[config.mk]
export PLATFORM = sky130hd
export DESIGN_NAME = ddr2_cmd_tracker
export DESIGN_NICKNAME = d
export VERILOG_FILES = /design/src/rtl/ddr2_cmd_pkg.sv /design/src/rtl/ddr2_cmd_decode.sv /design/src/rtl/ddr2_bank_table.sv /design/src/rtl/ddr2_power_track.sv /design/src/rtl/ddr2_cmd_tracker.sv
export SDC_FILE = /design/constraint.sdc
export NUM_CORES = 1
export LEC_CHECK = 0
export ABC_AREA = 1
export ABC_CLOCK_PERIOD_IN_PS = 1850
export BUFFER_PORTS_ARGS = -buffer_cell sky130_fd_sc_hd__buf_4
export CAP_MARGIN = 10
export CORE_MARGIN = 2
export CORE_UTILIZATION = 59
export DETAILED_ROUTE_END_ITERATION = 6
export HOLD_SLACK_MARGIN = 0.1
export PLACE_DENSITY = 0.86
export SLEW_MARGIN = 20
export SYNTH_ARGS = -nofsm -noshare
export SYNTH_HDL_FRONTEND = slang
export SYNTH_SLANG_ARGS = --single-unit
[constraint.sdc]
create_clock -name clk -period 1.85 [get_ports clk]
set_input_delay 0.4625 -clock clk [delete_from_list [all_inputs] [get_ports clk]]
set_output_delay 0.4625 -clock clk [all_outputs]
set_load 0.005 [all_outputs]
[src/rtl/ddr2_cmd_pkg.sv]
// Shared types for the DDR2 command tracker.
// Assumes: command codes are fixed and visible on the top-level port.
package ddr2_cmd_pkg;

    typedef enum logic [2:0] {
        CMD_NOP = 3'd0,
        CMD_ACT = 3'd1,
        CMD_RD  = 3'd2,
        CMD_WR  = 3'd3,
        CMD_PRE = 3'd4,
        CMD_REF = 3'd5,
        CMD_MRS = 3'd6
    } cmd_e;

    typedef enum logic [1:0] {
        PWR_RUN    = 2'd0,
        PWR_PRE_PD = 2'd1,
        PWR_ACT_PD = 2'd2
    } pwr_e;

endpackage

[src/rtl/ddr2_cmd_decode.sv]
// Combinational decode of the sampled control pins into a command code.
// Assumes: inputs are already synchronous to the sampling clock; clock
// enable low or chip select high masks the strobes entirely.
module ddr2_cmd_decode
    import ddr2_cmd_pkg::*;
(
    input  logic cke,
    input  logic cs_n,
    input  logic ras_n,
    input  logic cas_n,
    input  logic we_n,
    output cmd_e cmd
);

    logic [2:0] strobes;

    assign strobes = {ras_n, cas_n, we_n};

    // Map the strobe pattern to a command, masking by enable and select.
    always_comb begin
        cmd = CMD_NOP;
        if (cke && !cs_n) begin
            unique case (strobes)
                3'b011:  cmd = CMD_ACT;
                3'b101:  cmd = CMD_RD;
                3'b100:  cmd = CMD_WR;
                3'b010:  cmd = CMD_PRE;
                3'b001:  cmd = CMD_REF;
                3'b000:  cmd = CMD_MRS;
                default: cmd = CMD_NOP;
            endcase
        end
    end

endmodule

[src/rtl/ddr2_bank_table.sv]
// Per-bank open flag and open-row store, with rule checking of each command
// against the current bank state.
// Assumes: one command per cycle; an illegal activate changes nothing.
module ddr2_bank_table
    import ddr2_cmd_pkg::*;
#(
    parameter int BA_W   = 3,
    parameter int ADDR_W = 14,
    parameter int AP_BIT = 10
) (
    input  logic                          clk,
    input  logic                          rst_n,
    input  cmd_e                          cmd,
    input  logic [BA_W-1:0]               ba,
    input  logic [ADDR_W-1:0]             addr,
    output logic [(1<<BA_W)-1:0]          open_flags,
    output logic [ADDR_W-1:0]             sel_row,
    output logic                          rule_break,
    output logic                          access_ok
);

    localparam int NBANK = 1 << BA_W;

    logic [NBANK-1:0][ADDR_W-1:0] rows;
    logic                         sel_open;
    logic                         any_open;
    logic                         is_access;

    assign sel_open  = open_flags[ba];
    assign sel_row   = rows[ba];
    assign any_open  = |open_flags;
    assign is_access = (cmd == CMD_RD) || (cmd == CMD_WR);

    // Flag a command that conflicts with the present bank state.
    always_comb begin
        rule_break = 1'b0;
        if (cmd == CMD_ACT && sel_open)   rule_break = 1'b1;
        if (is_access && !sel_open)       rule_break = 1'b1;
        if (cmd == CMD_REF && any_open)   rule_break = 1'b1;
    end

    assign access_ok = is_access && sel_open;

    for (genvar b = 0; b < NBANK; b++) begin : g_bank
        logic hit;
        assign hit = (ba == BA_W'(b));

        // Open on a legal activate, close on a matching or global precharge.
        always_ff @(posedge clk) begin
            if (!rst_n) begin
                open_flags[b] <= 1'b0;
                rows[b]       <= '0;
            end else if (cmd == CMD_ACT && hit && !open_flags[b]) begin
                open_flags[b] <= 1'b1;
                rows[b]       <= addr;
            end else if (cmd == CMD_PRE && (hit || addr[AP_BIT])) begin
                open_flags[b] <= 1'b0;
            end
        end
    end

endmodule

[src/rtl/ddr2_power_track.sv]
// Power-down flavour selection and the access window in which clock enable
// must stay high.
// Assumes: bank state cannot change while clock enable is low, so the
// flavour chosen on entry stays valid until exit.
module ddr2_power_track
    import ddr2_cmd_pkg::*;
#(
    parameter int ACC_WIN = 4
) (
    input  logic clk,
    input  logic rst_n,
    input  logic cke,
    input  logic any_open,
    input  logic access_ok,
    output pwr_e pwr,
    output logic drop_break
);

    localparam int WIN_W = $clog2(ACC_WIN + 1);

    logic [WIN_W-1:0] win_cnt;

    assign drop_break = !cke && (win_cnt != '0);

    // Reload the window on an access, otherwise count it down.
    always_ff @(posedge clk) begin
        if (!rst_n) begin
            win_cnt <= '0;
        end else if (access_ok) begin
            win_cnt <= WIN_W'(ACC_WIN);
        end else if (win_cnt != '0) begin
            win_cnt <= win_cnt - 1'b1;
        end
    end

    // Choose the power-down flavour on entry and leave on clock enable high.
    always_ff @(posedge clk) begin
        if (!rst_n) begin
            pwr <= PWR_RUN;
        end else if (cke) begin
            pwr <= PWR_RUN;
        end else if (pwr == PWR_RUN) begin
            pwr <= any_open ? PWR_ACT_PD : PWR_PRE_PD;
        end
    end

endmodule

[src/rtl/ddr2_cmd_tracker.sv]
// Top level: decodes the control pins, tracks bank state and power mode,
// registers the command with its bank/row/column and keeps a sticky
// protocol-violation flag.
// Assumes: all inputs are sampled on the rising clock; reset is synchronous.
module ddr2_cmd_tracker
    import ddr2_cmd_pkg::*;
#(
    parameter int BA_W    = 3,
    parameter int ADDR_W  = 14,
    parameter int COL_W   = 10,
    parameter int AP_BIT  = 10,
    parameter int ACC_WIN = 4
) (
    input  logic                   clk,
    input  logic                   rst_n,
    input  logic                   cke,
    input  logic                   cs_n,
    input  logic                   ras_n,
    input  logic                   cas_n,
    input  logic                   we_n,
    input  logic [BA_W-1:0]        ba,
    input  logic [ADDR_W-1:0]      addr,
    output logic [2:0]             cmd,
    output logic [BA_W-1:0]        cmd_bank,
    output logic [ADDR_W-1:0]      cmd_row,
    output logic [COL_W-1:0]       cmd_col,
    output logic [(1<<BA_W)-1:0]   bank_open,
    output logic                   violation,
    output logic [1:0]             pwr_state
);

    localparam int NBANK = 1 << BA_W;

    cmd_e              dec_cmd;
    cmd_e              cmd_q;
    logic [ADDR_W-1:0] sel_row;
    logic              rule_break;
    logic              access_ok;
    logic              drop_break;
    pwr_e              pwr;
    logic [NBANK-1:0]  open_flags;
    logic [BA_W-1:0]   bank_d;
    logic [ADDR_W-1:0] row_d;
    logic [COL_W-1:0]  col_d;

    ddr2_cmd_decode i_decode (
        .cke   (cke),
        .cs_n  (cs_n),
        .ras_n (ras_n),
        .cas_n (cas_n),
        .we_n  (we_n),
        .cmd   (dec_cmd)
    );

    ddr2_bank_table #(
        .BA_W   (BA_W),
        .ADDR_W (ADDR_W),
        .AP_BIT (AP_BIT)
    ) i_banks (
        .clk        (clk),
        .rst_n      (rst_n),
        .cmd        (dec_cmd),
        .ba         (ba),
        .addr       (addr),
        .open_flags (open_flags),
        .sel_row    (sel_row),
        .rule_break (rule_break),
        .access_ok  (access_ok)
    );

    ddr2_power_track #(
        .ACC_WIN (ACC_WIN)
    ) i_power (
        .clk        (clk),
        .rst_n      (rst_n),
        .cke        (cke),
        .any_open   (|open_flags),
        .access_ok  (access_ok),
        .pwr        (pwr),
        .drop_break (drop_break)
    );

    // Pick the bank, row and column fields that belong to the command.
    always_comb begin
        bank_d = '0;
        row_d  = '0;
        col_d  = '0;
        unique case (dec_cmd)
            CMD_ACT: begin
                bank_d = ba;
                row_d  = addr;
            end
            CMD_RD, CMD_WR: begin
                bank_d = ba;
                row_d  = sel_row;
                col_d  = addr[COL_W-1:0];
            end
            CMD_PRE, CMD_MRS: bank_d = ba;
            default: ;
        endcase
    end

    // Register the decoded command and its location fields.
    always_ff @(posedge clk) begin
        if (!rst_n) begin
            cmd_q    <= CMD_NOP;
            cmd_bank <= '0;
            cmd_row  <= '0;
            cmd_col  <= '0;
        end else begin
            cmd_q    <= dec_cmd;
            cmd_bank <= bank_d;
            cmd_row  <= row_d;
            cmd_col  <= col_d;
        end
    end

    // Hold the violation flag once any rule is broken.
    always_ff @(posedge clk) begin
        if (!rst_n) begin
            violation <= 1'b0;
        end else if (rule_break || drop_break) begin
            violation <= 1'b1;
        end
    end

    assign cmd       = cmd_q;
    assign bank_open = open_flags;
    assign pwr_state = pwr;

endmodule

==> results of run 1 <==
flip-flops by register name (all words and copies together), names as in the netlist:
signal	flops
cmd_row	14
i_banks.open_flags	8
cmd_col	10
i_banks.rows	112
i_power.win_cnt	3
i_power.pwr	2
cmd	3
violation	1
cmd_bank	3
worst max-delay path: cells and delay by family:
family / cells / cell delay [ns]
AOI/OAI and AO/OA: 2 / 0.40
and+or+nand+nor: 4 / 0.63
buffers and inverters: 3 / 0.33
cell type report:
type                       instances  area, sq um
clock buffer                      21          460
clock inverter                    11          119
fill                             848         3090
inverter                         124          480
multi-input combinational        563         2800
sequential                       156         3120
tap                              140          175
timing repair buffer              89          743
power by group through the flow:
stage | sequential, mW | clock, mW | combinational [mW]
after floorplan | 3.52 | 0 | 0.491
after global placement | 3.52 | 0 | 0.754
after detailed placement | 3.52 | 0 | 0.772
after CTS | 3.44 | 3.41 | 0.783
after global routing | 3.45 | 3.58 | 0.877
final | 3.44 | 3.42 | 0.790
cell usage in the layout (no fill, tap or decap), drive strengths merged:
cell / n
or2: 1
dfxtp: 156
o21ai: 124
clkinvlp: 4
inv: 124
a21oi: 116
ha: 2
clkbuf: 21
xor2: 2
nand2: 157
a31oi: 1
clkinv: 5
bufinv: 2
a2111oi: 1
nand3: 27
buf: 89
o22ai: 11
nor3: 3
a211oi: 18
nor2: 85
nand4: 15
through the flow:
| stage | cell area, sq um | utilization | worst slack [ns] | instances |
|---|---|---|---|---|
| after global placement | 7320 | 0.666 | 0.0418 | 1072 |
| after CTS | 7900 | 0.719 | 0.350 | 1104 |
| after floorplan | 6720 | - | 0.269 | 894 |
| after global routing | 7900 | 0.719 | 0.207 | 1104 |
| after detailed placement | 7320 | 0.666 | -0.0636 | 1072 |
| final | 7900 | 0.719 | 0.324 | 1104 |
path summary, 6_finish.rpt:
path	endpoint	slack, ns	startpoint
hold reg to reg	i_banks.rows[70]	0.44	i_banks.rows[70]
hold / removal	i_power.pwr[1]	0.26	cke
setup reg to reg	i_banks.rows[60]	0.51	i_banks.open_flags[4]
setup / recovery	i_banks.rows[60]	0.32	cs_n
logic make-up after synthesis:
logic type               count (synthesis)  synth area share
buffers and inverters                  175             0.119
flip-flops                             156             0.465
XOR/XNOR                                 2           0.00261
AO/OA/AOI/OAI                          271             0.213
AND/OR/NAND/NOR                        288             0.197
adder cells (fa/ha/maj)                  2           0.00373
cell usage after synthesis (all sizes together):
master,n
nand2,157
dfxtp,156
inv,124
o21ai,124
a21oi,116
nor2,85
buf,33
nand3,27
a211oi,18
clkbuf,18
nand4,15
o22ai,11
nor3,3
ha,2
xor2,2
a2111oi,1
a31oi,1
or2,1
layer usage:
metal	vias up	share of wire
li1	3025	-
met1	2890	0.40
met2	338	0.47
met3	72	0.086
met4	0	0.040
met5	-	0
==> metrics list, run 1 <==
* Main area contributors after synthesis: dfxtp_1 (46%), a21oi_1 (8.6%), o21ai_0 (8.6%)
* Cell type of the slowest stage on the worst timing path: o21ai_0
* Net count of the finished layout: 977
- Setup violations remaining at the end of the flow were counted as 0.
* Final number of hold-violating endpoints: 0
- Of the total power, combinational logic draws 0.103.
- Insertion delay to the later sink of the worst-skew pair: 0.43 ns
- In this run, distinct cell masters in the synthesized netlist total 35.
- Data arrives at the worst endpoint at 1.82 ns.
- For the pin with the worst max-slew slack, the measured transition is 0.419 ns.
- Once the clock tree was built, the setup fixing pass inserted 0 buffers.
- Static leakage: 3.11 nW
- During placement, the flow inserted port buffers numbering 64.
- Rel. slew slack: 0.713
- From bottom edge to top edge, the die measures roughly 110 um.
* Peak fanout along the critical path: 29
- Setup repair after global routing missed its margin: no
* CTS hold repair buffers: 0
- Of the cells placed in the final design, the portion with a size suffix greater than 1 is 0.159.
- Biggest cell delay along the critical path: about 0.32 ns
- Post-synth net total: 920
- Power Dens Cells: 969 mW/mm^2
- Initial Util: 0.612
- TritonCTS built the clock tree.
- The number of antenna violations at the first check in global routing is 0.
* Cell internal power dissipation: between 5 and 6 mW
- Max Clk Rate: 0.655 GHz
- The floorplan step set the die width to 111 um.
- The tree is rooted in a clkbuf_16.
- Seq cells post-synth: 156
- In this run the worst hold path is classified as input port to flop.
* Maximum level of the CTS H-tree: 4
- Of the total power, the clock network draws 0.447.
* Total CTS buffers: 17
* Clock sinks: about 160
- Largest net degree at the start of global routing: 97
- Clock-pin slew reported for the worst setup and hold paths after clock tree synthesis: around 0.060 ns
* Max-cap check violation count: 0
* Worst reg2reg path depth: 4
* Average instance area after synthesis: ~7.5 sq um
- Post-CTS repair changed the size of 0 cells.
- The clock passes through at most 2 buffers.
- WHS: 0.258 ns
- After detailed routing, the average wire length per cell comes to 16.3 um.
- Vias in the first global route: 5,916
* Fraction of synthesized cell area taken by the top area cell type: 0.465
- Power Total: 7.65 mW
* Global Route met2 Usage: 0.485
- For this run, global-route usage on met3 was measured as 0.0607.
* Placement Rows: 38
* Via count: ~6,300
* Number of warning messages in the yosys log: 0
- Synthesis handed over a netlist of 894 instances.
- In the routed layout, each cell is associated on average with a via count of around 5.7.
* Time the final worst path needs with I/O delays and setup: 1.53 ns
* DP HPWL: 11,300 um
* Antenna Nets Post-Route: 0
* Global-route usage over all layers: 0.299
* Die Outline Area: 0.0123 sq mm
* Worst-case clock skew: 0.00549 ns
- VDD IR max: 0.770 mV
* Number of DRC markers after the initial detailed-route iteration: 684
- Counting instances, the worst hold path has a depth of 2.
- The total overflow left after global routing is 0.
- Final cycle utilization of the critical path: 0.825
* Gpl congestion: 0.904
- The critical path goes through buf_4, inv_1, nand2_4, nor2_8, nand2_8, inv_12, nand3_4, o21ai_0, a21oi_1.
* Router iterations before antenna repair: 5
* Outcome: finished clean
- The largest total area in the synthesized netlist belongs to dfxtp_1.
* Part of the Yosys area used for sequential elements: 0.465
- The first global-routing pass estimated between 20,000 and 30,000 um of wire.
- In the global route stage, met1 resource usage came out at 0.376.
- Post-synthesis to final-layout area growth: 17.6%
* Summed instance area of the synthesized netlist: 0.00672 sq mm
* Core footprint: 0.0110 sq mm
* Antenna cells: 0
- Data required, critical path: about 2.2 ns
- After detailed routing, the number of remaining DRC violations is 0.
- Reported net switching power: 1.89 mW
* Power share of the sequential group: 0.450
* Worst setup SP type: input port
- STA classifies the critical path endpoint as a flop.
- Top-level port count: 65
* Total Routed Length: 18,000 um
- In the final timing run, aggregate negative setup slack is 0 ns.
- The critical path is of the input port to flop type.
- Of the total power, the share spent switching nets is 0.247.
* Max-slew violation count: 0
- Layer with the highest usage: met2
Note: power is estimated with default switching activity, not from simulation.
==> run 2, diff against run 1 <==
--- a/config.mk
+++ b/config.mk
@@ -5,15 +5,15 @@
 export SDC_FILE = /design/constraint.sdc
 export NUM_CORES = 1
 export LEC_CHECK = 0
-export ABC_AREA = 1
-export ABC_CLOCK_PERIOD_IN_PS = 1850
+export ABC_AREA = 0
+export ABC_CLOCK_PERIOD_IN_PS = 1260
 export BUFFER_PORTS_ARGS = -buffer_cell sky130_fd_sc_hd__buf_4
 export CAP_MARGIN = 10
 export CORE_MARGIN = 2
-export CORE_UTILIZATION = 59
+export CORE_UTILIZATION = 53
 export DETAILED_ROUTE_END_ITERATION = 6
 export HOLD_SLACK_MARGIN = 0.1
-export PLACE_DENSITY = 0.86
+export PLACE_DENSITY = 0.82
 export SLEW_MARGIN = 20
 export SYNTH_ARGS = -nofsm -noshare
 export SYNTH_HDL_FRONTEND = slang
==> constraint.sdc (replaced) <==
create_clock -name clk -period 1.26 [get_ports clk]
set_input_delay 0.315 -clock clk [delete_from_list [all_inputs] [get_ports clk]]
set_output_delay 0.315 -clock clk [all_outputs]
set_load 0.005 [all_outputs]
==> metrics list, run 2 <==
- Outcome: complete, but fails checks
* Failing checks: negative setup slack
- Number of port buffers: 64 (unchanged)
- The number of buffers created by CTS was 17 (unchanged).
- The cell internal power dissipation was 8.94 mW (+55%).
- The filler cell count in the final layout came to 646 (-24%).
* Die Outline Area: 0.0133 sq mm (+8.4%)
- Gpl congestion: 0.857 (-5.2%)
- The tree is rooted in a clkbuf_16.
- Global-route usage over all layers: 0.309 (+0.0104)
- The worst max-slew margin expressed relative to the limit was 0.630 (-0.0827).
* VDD IR max: 0.932 mV (+21%)
* Most common library cell in the layout ignoring fill and taps: dfxtp_1
- Average instance area after synthesis: 10.2 sq um (+36%)
- Post-synth net total: 669 (-27%)
* Antenna Nets Post-Route: 0 (unchanged)
* Detail Route met2 WL: 10,700 um (+25%)
- The final setup violation count came to 135 (+135).
- The area of the mapped netlist is 0.00656 sq mm (-2.3%).
- The total power was 11.7 mW (+53%).
- The count of flip-flops with a built-in enable after synthesis was 0 (unchanged).
- FF+latch area: 0.00316 sq mm (+1.3%)
* Top-level port count: 65 (unchanged)
- The length of routed met3 wiring was 2320 um (+51%).
- Endpoint of the worst register-to-register path: violation
* Area occupied by multi-input gates: 0.00355 sq mm (+27%)
- The leakage power total is 4.08 nW (+31%).
- The share of cells above drive strength 1 is 0.410 (+0.251).
- The number of global-route vias before repair was 5,827 (-1.5%).
- Final cycle utilization of the critical path: 1.29
- Crit-path leading delay family: simple AND/OR/NAND/NOR gates
- Main area contributors after synthesis: dfxtp_1 (48%), mux2i_1 (18%), mux4_2 (9.6%)
- CTS hold repair buffers: 0 (unchanged)
* Combined buffer and inverter count along the critical path: 2 (-1)
- Worst setup SP type: input port
- The power share of the sequential group was 0.429 (-0.021).
- The net switching fraction of the power is 0.237 (-0.00977).
* Max-slew violation count: 0 (unchanged)
- Min-delay worst type: input port to flop
* Fraction of synthesized cell area taken by the top area cell type: 0.476 (+0.0112)
* Core footprint: 0.0121 sq mm (+9.8%)
* DRC violation count after routing: 0 (unchanged)
- The share of total power in combinational logic is 0.094 (-0.009).
* Largest register FFs: 112 (unchanged)
- The switching power total came to 2.78 mW (+47%).
- The largest incremental delay on the critical path came to 0.49 ns (+0.17 ns).
- Placement Rows: 40 (+5.3%)
- The initial DRC count came to 735 (+7.5%).
- The final worst setup slack is -0.366 ns (-0.689 ns).
- dfxtp_1 takes more of the synthesized area than any other cell.
- The width of the die was 115 um (+4.1%).
- In this run the most critical hold path is launched from addr[12].
* Via count: 5,824 (-7.9%)
- Flip-flop cell with the highest count after synthesis: dfxtp_1
* Setup repair after global routing missed its margin: yes
- The areal power density over the cells is 1290 mW/mm^2 (+33%).
- In the layout the commonest cells are dfxtp_1 (139), nor2_1 (119), buf_4 (107), mux2i_1 (101), buf_6 (30).
- The post-layout net count came to 784 (-20%).
- The HPWL after detailed placement is 11,200 um (-1.0%).
- Maximum level of the CTS H-tree: 4 (unchanged)
- In the final layout, the registers with the most flip-flops are i_banks.rows (112), cmd_row (14), cmd_col (10).
- Post-synthesis to final-layout area growth: 38.2%
* Clock-pin slew reported for the worst setup and hold paths after clock tree synthesis: 0.06 ns (about the same)
- The worst register-to-register path begins at i_banks.open_flags[1].
- Max Clk Rate: just over 0.6 GHz
- Final number of hold-violating endpoints: 0 (unchanged)
- The clock latency of the later-clocked register in the worst-skew pair was 0.43 ns (about the same).
* Worst setup path class: input port to flop
* Data required, critical path: 1.56 ns (-0.59 ns)
- The post-synthesis instance total is 643 (-28%).
- The worst setup skew after layout is 0.00965 ns (+0.00417 ns).
- The total routed wire length on the met1 layer is 7770 um (+7.7%).
- Top layer used by detailed routing: met4
* Part of the Yosys area used for sequential elements: 0.476 (+0.0112)
* Clock sinks: 156 (unchanged)
- TritonCTS built the clock tree.
- The post-synthesis async set-or-reset flop share was 0 (unchanged).
- The transition time of the tightest slew-check pin is 0.540 ns (+0.121 ns).
- The total wirelength of the detailed-routed design came to 22,400 um (+24%).
* Initial Util: 0.544 (-0.0678)
* Time the final worst path needs with I/O delays and setup: approximately 1.6 ns
- End point of the most critical hold path: i_banks.rows[12]
* Router iterations before antenna repair: 7 (+2)
- Seq cells post-synth: 156 (unchanged)
- i_banks.rows holds more flip-flops than any other register.
* Setup slack of the worst register-to-register path: -0.32 ns (-0.83 ns)
- Maximum clock insertion buffer count: 2 (unchanged)
- Die height: 115 um (+4.1%)
* Peak fanout along the critical path: 8 (-72%)
- The largest individual stage delay along the critical path comes from the cell or3_4.
- Max-cap check violation count: 0 (unchanged)
- The total number of yosys warnings came to 0 (unchanged).
- The most common cell in the synthesized netlist is dfxtp_1.
* Post-route cell area: 0.00906 sq mm (+15%)
* Min-Delay Path Depth: 3 (+1)
- The count of different cell masters after synthesis is 45 (+29%).
- Worst reg2reg path depth: 5 (+1)
- The worst setup path is captured at a flop.
- The wire length of the first global-routing pass is 30,900 um (+5.0%).
- The number of antenna violations at the first check in global routing came to 0 (unchanged).
- The data arrival time at the worst-slack endpoint was 1.93 ns (+0.11 ns).
* Clk pwr share: 0.477 (+0.030)
- The post-route setup TNS came to -22.81 ns (-22.81 ns).
* Routed wire per std cell: 23.9 um (+46%)
- Cells along the critical path: buf_6, and2b_2, nand4_1, or3_4, buf_12, mux2i_1, nor2_1
- The pin count of the biggest net entering global routing was 45 (-54%).
- Grt ovf: 0 (unchanged)
* Most numerous cell types in the synthesized netlist: dfxtp_1 (156), nor2_1 (122), mux2i_1 (115)
* Placed instance area: 0.00763 sq mm (+4.3%)
- Antenna cells: 0 (unchanged)
* Mean number of vias per cell: 6.20 (+8.3%)
==> run 2: cell count changes after synthesis, sizes merged, moves of 37 or more <==
cell,delta
a21oi,-90
inv,-118
mux2i,+115
nand2,-111
nor2,+37
o21ai,-102
==> run 2: worst reg2reg max path, cell delays in order, from the launching register on <==
cell,delay [ns]
dfxtp_4,0.42
mux2i_1,0.13
a221oi_2,0.35
o22ai_2,0.15
mux2_4,0.33
a21oi_2,0.12
==> run 2: area by class of cell <==
| cell class | count | area share |
|---|---|---|
| Multi-Input combinational cell | 422 | 0.392 |
| Sequential cell | 156 | 0.349 |
| Timing Repair Buffer | 154 | 0.162 |
| Clock buffer | 20 | 0.0504 |
| Tap cell | 168 | 0.0232 |
| Clock inverter | 12 | 0.0206 |
| Inverter | 7 | 0.00304 |
==> run 2: layer usage <==
metal	vias up	track usage
li1	2448	-
met1	2767	0.348
met2	448	0.529
met3	161	0.0938
met4	0	0.161
met5	-	0
==> run 2: metrics by stage <==
stage / hold slack [ns] / instances / util / setup WS (ns)
after floorplan: 0.429 / 643 / - / -0.450
after global placement: 0.436 / 892 / 0.633 / -0.525
after detailed placement: 0.446 / 892 / 0.633 / -0.554
after CTS: 0.192 / 932 / 0.723 / -0.162
after global routing: 0.215 / 939 / 0.752 / -0.386
final: 0.222 / 939 / 0.752 / -0.366
==> run 2: power groups by stage <==
stage	Clock [mW]	Sequential [mW]	Combinational, mW
after floorplan	0	5.14	0.575
after global placement	0	5.14	0.903
after detailed placement	0	5.15	0.941
after CTS	5.52	5.03	1.01
after global routing	5.80	5.03	1.17
final	5.58	5.03	1.11
==> run 2: kinds of logic (layout without fill, tap and decap cells) <==
logic type,count (synthesis),count (layout),synth area share
AND/OR/NAND/NOR,211,213,0.145
flip-flops,156,156,0.476
multiplexers,144,144,0.273
buffers and inverters,67,193,0.0475
AO/OA/AOI/OAI,62,62,0.0530
adder cells (fa/ha/maj),2,2,0.00381
XOR/XNOR,1,1,0.00134
==> run 2: worst max-delay path by stage <==
stage	start	end	slack, ns	cells past startpoint
after floorplan	cas_n	i_banks.rows[18]	-0.45	8
after global placement	cs_n	i_banks.rows[81]	-0.52	7
after detailed placement	cs_n	i_banks.rows[16]	-0.55	6
after CTS	cs_n	i_banks.rows[32]	-0.16	6
after global routing	cs_n	i_banks.rows[71]	-0.39	7
final	cs_n	i_banks.rows[71]	-0.37	7
==> run 2: what timing repair did <==
action,in CTS,in global routing
resized for setup,112,71
buffers inserted,4,8
gates cloned,4,0
endpoints found under the setup margin,136,138
pin swaps,38,46
==> run 3, diff against run 2 <==
--- a/config.mk
+++ b/config.mk
@@ -14,6 +14,7 @@
 export DETAILED_ROUTE_END_ITERATION = 6
 export HOLD_SLACK_MARGIN = 0.1
 export PLACE_DENSITY = 0.82
+export REMOVE_ABC_BUFFERS = 1
 export SLEW_MARGIN = 20
 export SYNTH_ARGS = -nofsm -noshare
 export SYNTH_HDL_FRONTEND = slang
==> metrics list, run 3 (same netlist as run 2, synthesis figures left out) <==
- Die extent in x: 115 um (unchanged)
- The total power came to 11.3 mW (-3.8%).
- VDD IR max: 1.15 mV (+23%)
- The data arrival time at the worst-slack endpoint was 1.91 ns (-0.02 ns).
- Global-route usage over all layers: 0.296 (-0.0128)
- The post-layout net count came to 795 (+1.4%).
* Wire length of the first global-routing pass: 29,700 um (-3.9%)
* Detailed-routing wirelength on met1: 7910 um (+1.8%)
- The critical-path maximum fanout came to 9 (+1).
* Clock sinks: 156 (unchanged)
* Maximum clock insertion buffer count: 2 (unchanged)
- Setup violations, final: 133 (-1.5%)
- The length of routed met3 wiring was 1730 um (-26%).
- Largest net degree at the start of global routing: 50 (+11%)
- The top cell types in the final layout, fill and taps aside, are dfxtp_1 (144), nor2_1 (119), buf_4 (114), mux2i_1 (103), buf_6 (37).
- Via count: 5,673 (-2.6%)
- The leakage power total is 4.16 nW (+2.0%).
- Worst path setup slack after routing: -0.297 ns (+0.0685 ns)
- Setup slack after placement: -0.682 ns (-0.127 ns)
- The time the worst path needs with I/O delays and setup was 1.56 ns (-0.0685 ns).
* Antenna Nets Post-Route: 0 (unchanged)
- Worst Max-Slew Pin Slew: 0.463 ns (-0.0777 ns)
- The library cell used most frequently in the layout, excluding fill and tap cells, is dfxtp_1.
- The total wirelength of the detailed-routed design came to 20,500 um (-8.4%).
* Largest register FFs: 112 (unchanged)
- The number of buffer cells added on primary ports was 64 (unchanged).
- The number of top-level design ports is 65 (unchanged).
- The full die area is 0.0133 sq mm (unchanged).
- The fmax is 0.642 GHz (+4.4%).
- The share of the clock period used by the worst path after layout came to 1.24 (-0.0543).
- Final Non-Filler Cells: 950 (+1.2%)
- In this run the clock root is driven by a clkbuf_16.
* Detail Route met2 WL: 10,000 um (-6.2%)
- Setup repair after global routing missed its margin: yes
- Post-synthesis to final-layout area growth: 37.8%
- The run finished, with violations left.
- The critical path in this run is classified as input port to flop.
* Antenna cells: 0 (unchanged)
- The worst max-slew margin expressed relative to the limit is 0.684 (+0.0531).
- Power Dens Cells: 1250 mW/mm^2 (-3.5%)
- The cell total after placement came to 897 (+0.56%).
* Share of the core filled with cells: 0.749 (-0.00218)
* Vias in the first global route: 5,524 (-5.2%)
- The count of pins over their slew limit was 0 (unchanged).
- The routability congestion estimate from global placement is 0.897 (+4.6%).
* Failing checks: negative setup slack
* Routed wire per std cell: 21.6 um (-9.5%)
- Insertion delay to the later sink of the worst-skew pair: 0.44 ns (about the same)
- Category of the worst setup path capture point: flop
- Final number of hold-violating endpoints: 0 (unchanged)
- Number of DRC markers after the initial detailed-route iteration: 629 (-14%)
* Data required, critical path: 1.62 ns (+0.06 ns)
- Min-delay worst type: input port to flop
* Placement Rows: 40 (unchanged)
* Max-cap check violation count: 0 (unchanged)
- The initial standard-cell utilization of the core was 0.544 (unchanged).
- The die outline height came to 115 um (unchanged).
- DP HPWL: 11,100 um (-1.2%)
- Maximum level of the CTS H-tree: 4 (unchanged)
* Core footprint: 0.0121 sq mm (unchanged)
- DRC violation count after routing: 0 (unchanged)
* Total CTS buffers: 17 (unchanged)
* Fraction of final layout cells with drive strength greater than 1: 0.394 (-0.0160)
* Worst setup SP type: input port
- Regs by FF count: i_banks.rows (112), cmd_row (14), cmd_col (10)
* Clock tree from TritonCTS: yes
- Top reg by flops: i_banks.rows
- The remaining global-route overflow was 0 (unchanged).
- Top layer used by detailed routing: met4
- CTS hold repair buffers: 0 (unchanged)
- The total iterations of the first detailed-routing run was 5 (-2).
- Worst-case clock skew: 0.0103 ns (+0.000626 ns)
- Mean number of vias per cell: 5.97 (-3.7%)
- The number of antenna violations at the first check in global routing was 0 (unchanged).
- Clock-pin slew reported for the worst setup and hold paths after clock tree synthesis: 0.06 ns (about the same)
==> run 3: path summary, 6_finish.rpt <==
| path | start | end | slack [ns] | depth (start not counted) |
|---|---|---|---|---|
| setup / recovery | cs_n | i_banks.rows[66] | -0.30 | 8 |
| hold / removal | addr[12] | cmd_row[12] | 0.18 | 3 |
| setup reg to reg | i_banks.open_flags[1] | i_banks.rows[20] | -0.24 | 4 |
| hold reg to reg | i_banks.rows[8] | i_banks.rows[8] | 0.46 | 2 |
==> run 3: worst max-delay path, stage by stage <==
cell,delay [ns]
buf_6,0.09
and2b_2,0.26
buf_6,0.11
nand4_1,0.19
or3_4,0.43
buf_12,0.17
mux2i_4,0.19
nor2_1,0.14
==> run 3: area by class of cell <==
class                           count  area (sq um)
Inverter                            7          27.5
Clock inverter                     12           140
Sequential cell                   156          3150
Multi-Input combinational cell    420          3470
Timing Repair Buffer              167          1590
Clock buffer                       20           447
Fill cell                         693          3020
Tap cell                          168           210
==> run 3: power breakdown <==
| part | switching (mW) | total [mW] | leakage [nW] | internal [mW] |
|---|---|---|---|---|
| combinational | 0.593 | 1.11 | 2.63 | 0.514 |
| sequential | 0.0429 | 5.03 | 1.27 | 4.99 |
| clock | 2.15 | 5.14 | 0.265 | 2.98 |
==> run 3: timing repair <==
item / in CTS / in global routing
resized for setup: 84 / 89
setup endpoints to repair: 141 / 148
setup buffers: 9 / 11
gates cloned: 4 / 0
pin swaps: 27 / 42
==> run 3: per-layer routing <==
| metal | global-route usage | vias up |
|---|---|---|
| li1 | - | 2469 |
| met1 | 0.367 | 2774 |
| met2 | 0.485 | 343 |
| met3 | 0.0759 | 87 |
| met4 | 0.141 | 0 |
| met5 | 0 | - |
==> run 3: per-stage QoR <==
stage               area (sq um)  hold slack (ns)  TNS [ns]
floorplan                   6270            0.394   -175.78
global placement            7630            0.435    -71.79
detailed placement          7630            0.444    -78.19
CTS                         8660            0.165    -15.58
global route                9040            0.193    -32.16
finish                      9040            0.184    -24.48
